<file path="src/rtl/smram_pkg.sv">
package smram_pkg;

  typedef enum logic [1:0] {
    SRC_CPU  = 2'b00,
    SRC_DMI  = 2'b01,
    SRC_PCIE = 2'b10,
    SRC_RSVD = 2'b11
  } reqSrc_e;

  typedef enum logic [1:0] {
    TSZ_1M  = 2'b00,
    TSZ_2M  = 2'b01,
    TSZ_8M  = 2'b10,
    TSZ_OFF = 2'b11
  } tsegSize_e;

  typedef struct packed {
    logic comp;
    logic high;
    logic tseg;
  } winHit_t;

  // Strobes from the routing control to the datapath register stage.
  typedef struct packed {
    logic load;
    logic toDram;
    logic redirect;
    logic abort;
    logic useAlias;
  } routeStrobe_t;

endpackage

</file>
<file path="src/rtl/smram_window_path.sv">
module smram_window_path
  import smram_pkg::*;
#(
  parameter int unsigned ADDR_W    = 32,
  parameter int unsigned WIN_LOG2  = 17,
  parameter logic [ADDR_W-1:0] COMP_BASE = 32'h000A_0000,
  parameter logic [ADDR_W-1:0] HIGH_BASE = 32'hFEDE_0000
) (
  input  logic              clk,
  input  logic              rstN,
  input  logic [ADDR_W-1:0] reqAddr,
  input  logic              compEn,
  input  logic              highEn,
  input  logic              tsegEn,
  input  logic [1:0]        tsegSizeSel,
  input  logic [ADDR_W-1:0] stolenBase,
  input  routeStrobe_t      strobe,
  output winHit_t           hitNow,
  output logic              respValid,
  output winHit_t           hitReg,
  output logic              toDram,
  output logic              redirect,
  output logic              abort,
  output logic [ADDR_W-1:0] dramAddr
);

  localparam int unsigned TAG_W = ADDR_W - WIN_LOG2;

  logic [TAG_W-1:0]  reqTag;
  logic [ADDR_W-1:0] tsegBytes;
  logic [ADDR_W-1:0] distToTop;
  logic              tsegLive;
  logic [ADDR_W-1:0] aliasAddr;

  assign reqTag = reqAddr[ADDR_W-1:WIN_LOG2];

  // Segment size from its code; code 11 yields zero and disables the window.
  always_comb begin
    tsegBytes = '0;
    unique case (tsegSize_e'(tsegSizeSel))
      TSZ_1M:  tsegBytes[20] = 1'b1;
      TSZ_2M:  tsegBytes[21] = 1'b1;
      TSZ_8M:  tsegBytes[23] = 1'b1;
      default: tsegBytes = '0;
    endcase
  end

  assign tsegLive  = tsegEn && (tsegSizeSel != TSZ_OFF);
  // Distance below the stolen base; no underflow because it is only used when addr < base.
  assign distToTop = stolenBase - reqAddr;

  always_comb begin
    hitNow.comp = compEn && (reqTag == COMP_BASE[ADDR_W-1:WIN_LOG2]);
    hitNow.high = highEn && (reqTag == HIGH_BASE[ADDR_W-1:WIN_LOG2]);
    hitNow.tseg = tsegLive && (reqAddr < stolenBase) && (distToTop <= tsegBytes);
  end

  assign aliasAddr = {COMP_BASE[ADDR_W-1:WIN_LOG2], reqAddr[WIN_LOG2-1:0]};

  always_ff @(posedge clk) begin
    if (!rstN) begin
      respValid <= 1'b0;
      hitReg    <= '0;
      toDram    <= 1'b0;
      redirect  <= 1'b0;
      abort     <= 1'b0;
      dramAddr  <= '0;
    end else begin
      respValid <= strobe.load;
      hitReg    <= strobe.load ? hitNow : '0;
      toDram    <= strobe.load && strobe.toDram;
      redirect  <= strobe.load && strobe.redirect;
      abort     <= strobe.load && strobe.abort;
      if (strobe.load && strobe.toDram)
        dramAddr <= strobe.useAlias ? aliasAddr : reqAddr;
      else
        dramAddr <= '0;
    end
  end

endmodule

</file>
<file path="src/rtl/smram_route_ctrl.sv">
module smram_route_ctrl
  import smram_pkg::*;
(
  input  logic         clk,
  input  logic         rstN,
  input  logic         reqValid,
  input  logic [1:0]   reqSrc,
  input  logic         smmActive,
  input  logic         smramOpen,
  input  logic         smramLockSet,
  input  winHit_t      hitNow,
  output routeStrobe_t strobe
);

  logic lockReg;
  logic lockEff;
  logic anyHit;
  logic fromCpu;
  logic granted;

  // Sticky lock: set by a pulse, cleared only by reset.
  always_ff @(posedge clk) begin
    if (!rstN) lockReg <= 1'b0;
    else       lockReg <= lockReg | smramLockSet;
  end

  assign lockEff = lockReg | smramLockSet;
  assign anyHit  = hitNow.comp | hitNow.high | hitNow.tseg;
  assign fromCpu = (reqSrc_e'(reqSrc) == SRC_CPU);
  assign granted = smmActive | (smramOpen & ~lockEff);

  always_comb begin
    strobe          = '0;
    strobe.load     = reqValid;
    if (!anyHit) begin
      strobe.toDram = 1'b1;
    end else if (!fromCpu) begin
      strobe.abort  = 1'b1;
    end else if (granted) begin
      strobe.toDram   = 1'b1;
      strobe.useAlias = hitNow.high;
    end else if (hitNow.comp) begin
      strobe.redirect = 1'b1;
    end else begin
      strobe.abort  = 1'b1;
    end
  end

endmodule

</file>
<file path="src/rtl/smram_window_decoder.sv">
module smram_window_decoder
  import smram_pkg::*;
#(
  parameter int unsigned ADDR_W = 32
) (
  input  logic              clk,
  input  logic              rstN,
  input  logic              reqValid,
  input  logic [ADDR_W-1:0] reqAddr,
  input  logic [1:0]        reqSrc,
  input  logic              smmActive,
  input  logic              compEn,
  input  logic              highEn,
  input  logic              tsegEn,
  input  logic              smramOpen,
  input  logic              smramLockSet,
  input  logic [1:0]        tsegSizeSel,
  input  logic [ADDR_W-1:0] stolenBase,
  output logic              respValid,
  output logic              hitComp,
  output logic              hitHigh,
  output logic              hitTseg,
  output logic              toDram,
  output logic              redirect,
  output logic              abort,
  output logic [ADDR_W-1:0] dramAddr
);

  winHit_t      hitNow;
  winHit_t      hitReg;
  routeStrobe_t strobe;

  smram_route_ctrl u_ctrl (
    .clk          (clk),
    .rstN         (rstN),
    .reqValid     (reqValid),
    .reqSrc       (reqSrc),
    .smmActive    (smmActive),
    .smramOpen    (smramOpen),
    .smramLockSet (smramLockSet),
    .hitNow       (hitNow),
    .strobe       (strobe)
  );

  smram_window_path #(.ADDR_W(ADDR_W)) u_path (
    .clk         (clk),
    .rstN        (rstN),
    .reqAddr     (reqAddr),
    .compEn      (compEn),
    .highEn      (highEn),
    .tsegEn      (tsegEn),
    .tsegSizeSel (tsegSizeSel),
    .stolenBase  (stolenBase),
    .strobe      (strobe),
    .hitNow      (hitNow),
    .respValid   (respValid),
    .hitReg      (hitReg),
    .toDram      (toDram),
    .redirect    (redirect),
    .abort       (abort),
    .dramAddr    (dramAddr)
  );

  assign hitComp = hitReg.comp;
  assign hitHigh = hitReg.high;
  assign hitTseg = hitReg.tseg;

endmodule

</file>
<file path="config.mk">
export PLATFORM = sky130hd
export DESIGN_NAME = smram_window_decoder
export DESIGN_NICKNAME = d
export VERILOG_FILES = /design/src/rtl/smram_pkg.sv /design/src/rtl/smram_window_path.sv /design/src/rtl/smram_route_ctrl.sv /design/src/rtl/smram_window_decoder.sv
export SDC_FILE = /design/constraint.sdc
export NUM_CORES = 1
export LEC_CHECK = 0
export BUFFER_PORTS_ARGS = -buffer_cell sky130_fd_sc_hd__buf_2
export CELL_PAD_IN_SITES_DETAIL_PLACEMENT = 1
export CELL_PAD_IN_SITES_GLOBAL_PLACEMENT = 2
export CORE_MARGIN = 1
export CORE_UTILIZATION = 26
export DETAILED_ROUTE_END_ITERATION = 10
export PLACE_DENSITY = 0.78
export REMOVE_ABC_BUFFERS = 1
export SETUP_SLACK_MARGIN = 0.4
export SLEW_MARGIN = 20
export SYNTH_ARGS = -nofsm -noshare
export SYNTH_HDL_FRONTEND = slang
export SYNTH_HIERARCHICAL = 1
export SYNTH_SLANG_ARGS = --single-unit
</file>
<file path="constraint.sdc">
create_clock -name clk -period 4.65 [get_ports clk]
set_input_delay 0.6975 -clock clk [delete_from_list [all_inputs] [get_ports clk]]
set_output_delay 0.6975 -clock clk [all_outputs]
set_load 0.03 [all_outputs]
</file>
==> results of run 1 <==
## report_power, final
| part | internal (mW) | leakage [nW] | switching [mW] |
|---|---|---|---|
| Sequential | 0.355 | 0.328 | 0.00307 |
| Clock | 0.255 | 0.0840 | 0.159 |
| Combinational | 0.323 | 2.36 | 0.324 |
| Total | 0.933 | 2.77 | 0.486 |
## state kept, by name, summed over array words and instances, names as in the netlist
register	flops
u_path/toDram	1
u_path/abort	1
u_path/dramAddr	32
u_path/respValid	1
u_path/redirect	1
u_ctrl/lockReg	1
u_path/hitReg	3
## critical path, cell delays in order
cell and delay, ps:
buf_6 100, ha_4 270, o211a_1 160, o31ai_2 70
buf_4 160, a2111oi_4 420, o211ai_1 140, nand2_1 130
xor2_2 90, ha_1 300, nand4_1 100, nor3_1 140
o211ai_1 110, or4_1 400, nor4_1 170, nor4b_2 240
a31oi_1 150, nor2_1 190, o31ai_1 100, and3_4 210
nor2b_4 160, and2_1 180
## kinds of logic after synthesis
group                      synth area share (%)
muxes                                    0.8377
and+or+nand+nor                           25.93
DFF                                       22.34
buffers and inverters                     8.028
adders and majority gates                 12.77
xor gates and xnor gates                  4.642
AOI/OAI and AO/OA                         25.45
## worst min path at each step
stage,endpoint,slack (ps),cells after the start
after floorplan,u_ctrl/lockReg,450,1
after global placement,u_ctrl/lockReg,460,1
after detailed placement,u_ctrl/lockReg,490,1
after CTS,u_ctrl/lockReg,500,1
after global routing,u_ctrl/lockReg,530,1
final,u_ctrl/lockReg,490,1
## stage by stage
step	area (µm²)	utilization, %	cells	worst slack, ps
6_report	5708	42.76	871	148.1
5_1_grt	5708	42.76	871	-56.58
4_1_cts	5532	41.44	867	78.49
3_5_place_dp	5009	37.52	844	-584.0
3_3_place_gp	5009	37.52	844	-491.2
2_1_floorplan	3485	-	456	-102.2
## timing repair
action,4_1_cts,5_1_grt
setup buffers,14,4
gates cloned,1,0
setup endpoints to repair,35,35
gates resized for setup,48,34
pin swaps,31,8
## metal layers
layer  share of wire (%)  vias to the layer above  global-route usage (%)  wire, µm
li1                    -                     2119                       -         -
met1                  47                     2000                   24.71      6351
met4                 1.4                        0                   5.313       189
met5                   0                        -                       0         0
met3                 3.0                       14                   3.209       407
met2                  49                       61                   33.54      6682
## layout by cell type (no fill, tap or decap), drive strengths merged, types with 8 or more instances in the layout
master / netlist / layout
buf: 15 / 230
inv: 50 / 50
nand2: 41 / 41
dfxtp: 40 / 40
a21oi: 40 / 40
o21ai: 36 / 36
ha: 35 / 35
and2: 33 / 33
nor2: 26 / 26
nand4: 15 / 15
nor3: 14 / 14
xnor2: 13 / 13
nand3: 8 / 8
a21o: 8 / 8
## area by class of cell
class | count | area (µm²) | share of cell area (%)
clock buffers | 5 | 125.1 | 2.192
inverters | 50 | 192.7 | 3.376
flip-flops and latches | 40 | 800.8 | 14.03
repair buffers | 230 | 1539 | 26.96
multi-input cells | 367 | 2783 | 48.75
well taps | 176 | 220.2 | 3.858
clock inverters | 3 | 47.55 | 0.8330
==> out/qor.yml, run 1 <==
period_share_pct: 96.81
gp_congestion: 0.9047
rsz0062_at_grt: "yes"
cts_buffers: 5
max_freq_mhz: 222.1
dp_hpwl_mm: 11.09
critPathLaunch: "stolenBase[4]"
timing_worst_slew_pin_value_ps: 822.2
num_rows: 42
area_delta_synth_final_pct: 59.23
synth.most_common_cell: "inv_1"
syn_area_per_cell_um2: 7.515
portBuffers: 115
maxCapViolCount: 0
status: "complete, no violations"
drtPass1Iterations: 4
wl_per_cell_um: 15.65
die_h_um: 119.4
antenna_cells: 0
grt_pass1_wl_mm: 21.97
clock-root-buffer: "clkbuf_16"
htreeDepth: 2
startpoint_type: "input pin"
rrSetupSlack_ps: 3160
setup_tns_ps: 0
end_kind: "flip-flop"
grt_max_degree: 21
layout.nets: 807
cts.sinks: 40
path_max_fanout: 7
worstRegToRegCells: 5
timing.rr.end: "u_path/dramAddr[30]"
seq_area_frac_synth_pct: 22.34
clk_pin_slew_worst_paths_ps: 70
ys_async_sr_fraction_pct: 0
initial_utilization_pct: 26.86
cts_buffer_depth: 2
synthCells: 477
antenna_found_initial: 0
grt-ovfl-total: 0
die_x_um: 119.4
fill_cells: 1683
ys_ff_latch: 40
hold_buffers: 0
arrival_ps: 4700
holdWs_ps: 491.1
wirelength_mm: 13.63
reg2reg_from: "u_ctrl/lockReg"
grtUsageTotal_pct: 19.40
relSlewSlack_pct: 44.68
via_per_inst: 4.815
skew_ps: 7.195
synth_area_leaders: "dfxtp_1 (22%), ha_1 (12%), and2_1 (5.8%), a21oi_1 (5.4%), inv_1 (5.2%)"
period_minus_slack_ps: 4502
crit_type: "in -> reg"
setup_violations: 0
cts_tree: "done"
finalPower_mw: 1.419
ys_types: 61
final_hold_viol_count: 0
hold_path_class: "reg -> reg"
yosysWarnings: 6
die-area_um2: 14260
p_leak_nw: 2.768
detail-route-antenna-nets: 0
vias: 4194
ys.flop_type: "dfxtp_1"
yosys-top-cells-count: "inv_1 (50), dfxtp_1 (40), nand2_1 (40), a21oi_1 (39), ha_1 (35)"
clkLatencyLatePin_ps: 300
drc: 0
drv_slew: 0
grt_pass1_vias: 4475
holdCritStartpoint: "u_ctrl/lockReg"
io_pins: 116
coreArea_um2: 13350
drive_gt1_share_pct: 43.60
required_ps: 4850
max-vdd-ir-drop_uv: 118.0
syn-cell-area_um2: 3585
endpoint: "u_path/dramAddr[30]"
power_density_nw_per_um2: 248.6
yosysTopAreaCell: "dfxtp_1"
netlist.area_leader.share_pct: 22.34
drt_iter0_markers: 133
synth_edf_count: 0
Note: power is estimated with default switching activity, not from simulation.
==> inputs of run 2 (changes only) <==
--- a/config.mk
+++ b/config.mk
@@ -9,9 +9,9 @@
 export CELL_PAD_IN_SITES_DETAIL_PLACEMENT = 1
 export CELL_PAD_IN_SITES_GLOBAL_PLACEMENT = 2
 export CORE_MARGIN = 1
-export CORE_UTILIZATION = 26
+export CORE_UTILIZATION = 30
 export DETAILED_ROUTE_END_ITERATION = 10
-export PLACE_DENSITY = 0.78
+export PLACE_DENSITY = 0.85
 export REMOVE_ABC_BUFFERS = 1
 export SETUP_SLACK_MARGIN = 0.4
 export SLEW_MARGIN = 20
==> constraint.sdc (replaced) <==
create_clock -name clk -period 5.29 [get_ports clk]
set_input_delay 0.7935 -clock clk [delete_from_list [all_inputs] [get_ports clk]]
set_output_delay 0.7935 -clock clk [all_outputs]
set_load 0.03 [all_outputs]
==> run 2 against run 1 <==
Against the previous run: the flow now finishes with violations (design-rule violations); critical endpoint is now u_path/dramAddr[31]; largest power group unchanged; clock skew is 4.4 ps lower; power down 20%; setup slack gained 430 ps; combinational power fell by 29%; critical path type unchanged; sequential power down 12%.
==> out/qor.yml, run 2 (synthesis gave the netlist of run 1 again) <==
status: "finished, violations left"
violations: "design-rule violations"
portBuffers: 115
maxCapViolCount: 0
end_kind: "flip-flop"
relSlewSlack_pct: 48.45
drtPass1Iterations: 7
seqPwrFrac_pct: 27.8
max-vdd-ir-drop_uv: 105.1
holdWs_ps: 481.7
grtUsageTotal_pct: 19.07
clockPowerShare_pct: 31.7
coreArea_um2: 11520
largest_register_ffs: 32
timing_worst_slew_pin_value_ps: 766.1
period_share_pct: 89.04
wl_per_cell_um: 16.73
reg.largest.list: "u_path/dramAddr: 32 flops, u_path/hitReg: 3 flops"
final_hold_viol_count: 0
detail-route-antenna-nets: 0
required_ps: 5470
drv_slew: 0
skew_ps: 2.811
max_freq_mhz: 212.3
pre_cts_slack_ps: -61.17
grt_pass1_vias: 3874
finalPower_mw: 1.132
rsz0062_at_grt: "yes"
grt_pass1_wl_mm: 19.06
cts_buffers: 5
cts_tree: "done"
startpoint_type: "input pin"
clock-root-buffer: "clkbuf_16"
drt_iter0_markers: 141
setup_violations: 0
fin_util_pct: 42.85
vias: 3894
slowest_delay_ps: 430
io_pins: 116
antenna_cells: 0
area_delta_synth_final_pct: 37.66
drive_gt1_share_pct: 35.04
clk_pin_slew_worst_paths_ps: 60
p_comb_share_pct: 40.4
hold_buffers: 0
crit_type: "in -> reg"
via_per_inst: 5.206
crit_chain: "buf_2, inv_1, ha_4, fa_2, nor2b_2, o31a_2, o21ai_2, o21bai_1, a21oi_2, o21ai_1, xnor2_1, ha_1, nand4_1, nor3_2, o211ai_1, or4_1, nor4_2, nor4b_2, a31oi_1, nor2_1, o31ai_1, and3_4, nor2b_4, and2_1"
gp_congestion: 0.8352
grt_max_degree: 21
path_max_fanout: 7
initial_utilization_pct: 31.13
hold_path_class: "reg -> reg"
reg2reg_from: "u_ctrl/lockReg"
cts.sinks: 40
dp_hpwl_mm: 9.929
die-area_um2: 12390
critPathLaunch: "stolenBase[0]"
clkLatencyLatePin_ps: 290
switchingPower_mw: 0.3998
worst_slack_ps: 579.7
cts_buffer_depth: 2
die_h_um: 111.3
die_x_um: 111.3
period_minus_slack_ps: 4710
final_cell_mix: "buf_2 (110), inv_1 (46), dfxtp_1 (40)"
antenna_found_initial: 0
layout_commonest_cell: "buf_2"
num_rows: 39
switching_share_pct: 35.33
arrival_ps: 4890
holdCritStartpoint: "u_ctrl/lockReg"
p_leak_nw: 2.294
top_register: "u_path/dramAddr"
layout.nets: 717
p_int_mw: 0.7318
power_density_nw_per_um2: 229.3
wirelength_mm: 12.51
grt-ovfl-total: 0
slowest_stage: "or4_1"
htreeDepth: 2
drc: 10
[run 2: stage by stage]
stage | area [µm²] | cells | setup TNS (ps)
2_1_floorplan | 3485 | 456 | 0
3_3_place_gp | 4359 | 730 | 0
3_5_place_dp | 4359 | 730 | -669.0
4_1_cts | 4556 | 740 | 0
5_1_grt | 4935 | 748 | 0
6_report | 4935 | 748 | 0
[run 2: critical path, delay by kind of cell]
kind	cells	cell delay [ps]
AO/OA/AOI/OAI	8	1200
XOR/XNOR	1	140
adder cells (fa/ha/maj)	3	680
buffers and inverters	2	180
AND/OR/NAND/NOR	10	1900
[run 2: final timing paths]
| check | endpoint | cells past startpoint | slack [ps] |
|---|---|---|---|
| max | u_path/dramAddr[31] | 24 | 580 |
| min | u_ctrl/lockReg | 1 | 480 |
| max reg2reg | u_path/dramAddr[31] | 5 | 3790 |
| min reg2reg | u_ctrl/lockReg | 1 | 480 |
[run 2: final cells by class]
class | instances | area, µm²
Clock buffer | 5 | 125.1
Timing Repair Buffer | 140 | 805.8
Inverter | 50 | 190.2
Sequential cell | 40 | 800.8
Tap cell | 143 | 178.9
Fill cell | 1430 | 6581
Multi-Input combinational cell | 367 | 2786
Clock inverter | 3 | 47.55
[run 2: metal layers]
metal	share of wire [%]	global-route usage (%)	vias to the layer above
li1	-	-	1937
met1	45	24.70	1868
met2	49	33.04	78
met3	4.5	2.460	11
met4	1.3	5.405	0
met5	0	0	-
[run 2: power groups by stage]
stage | logic, mW | clock network (mW) | registers [mW]
final | 0.458 | 0.359 | 0.315
after global routing | 0.500 | 0.380 | 0.315
after CTS | 0.405 | 0.369 | 0.315
after detailed placement | 0.399 | 0 | 0.322
after global placement | 0.392 | 0 | 0.321
after floorplan | 0.241 | 0 | 0.344
[run 2: timing repair]
item / CTS / global route
endpoints found under the setup margin: 32 / 33
pin swaps: 2 / 18
gates cloned: 0 / 1
buffers inserted: 2 / 7
gates resized for setup: 4 / 66
endpoints found under the hold margin: 0 / 0
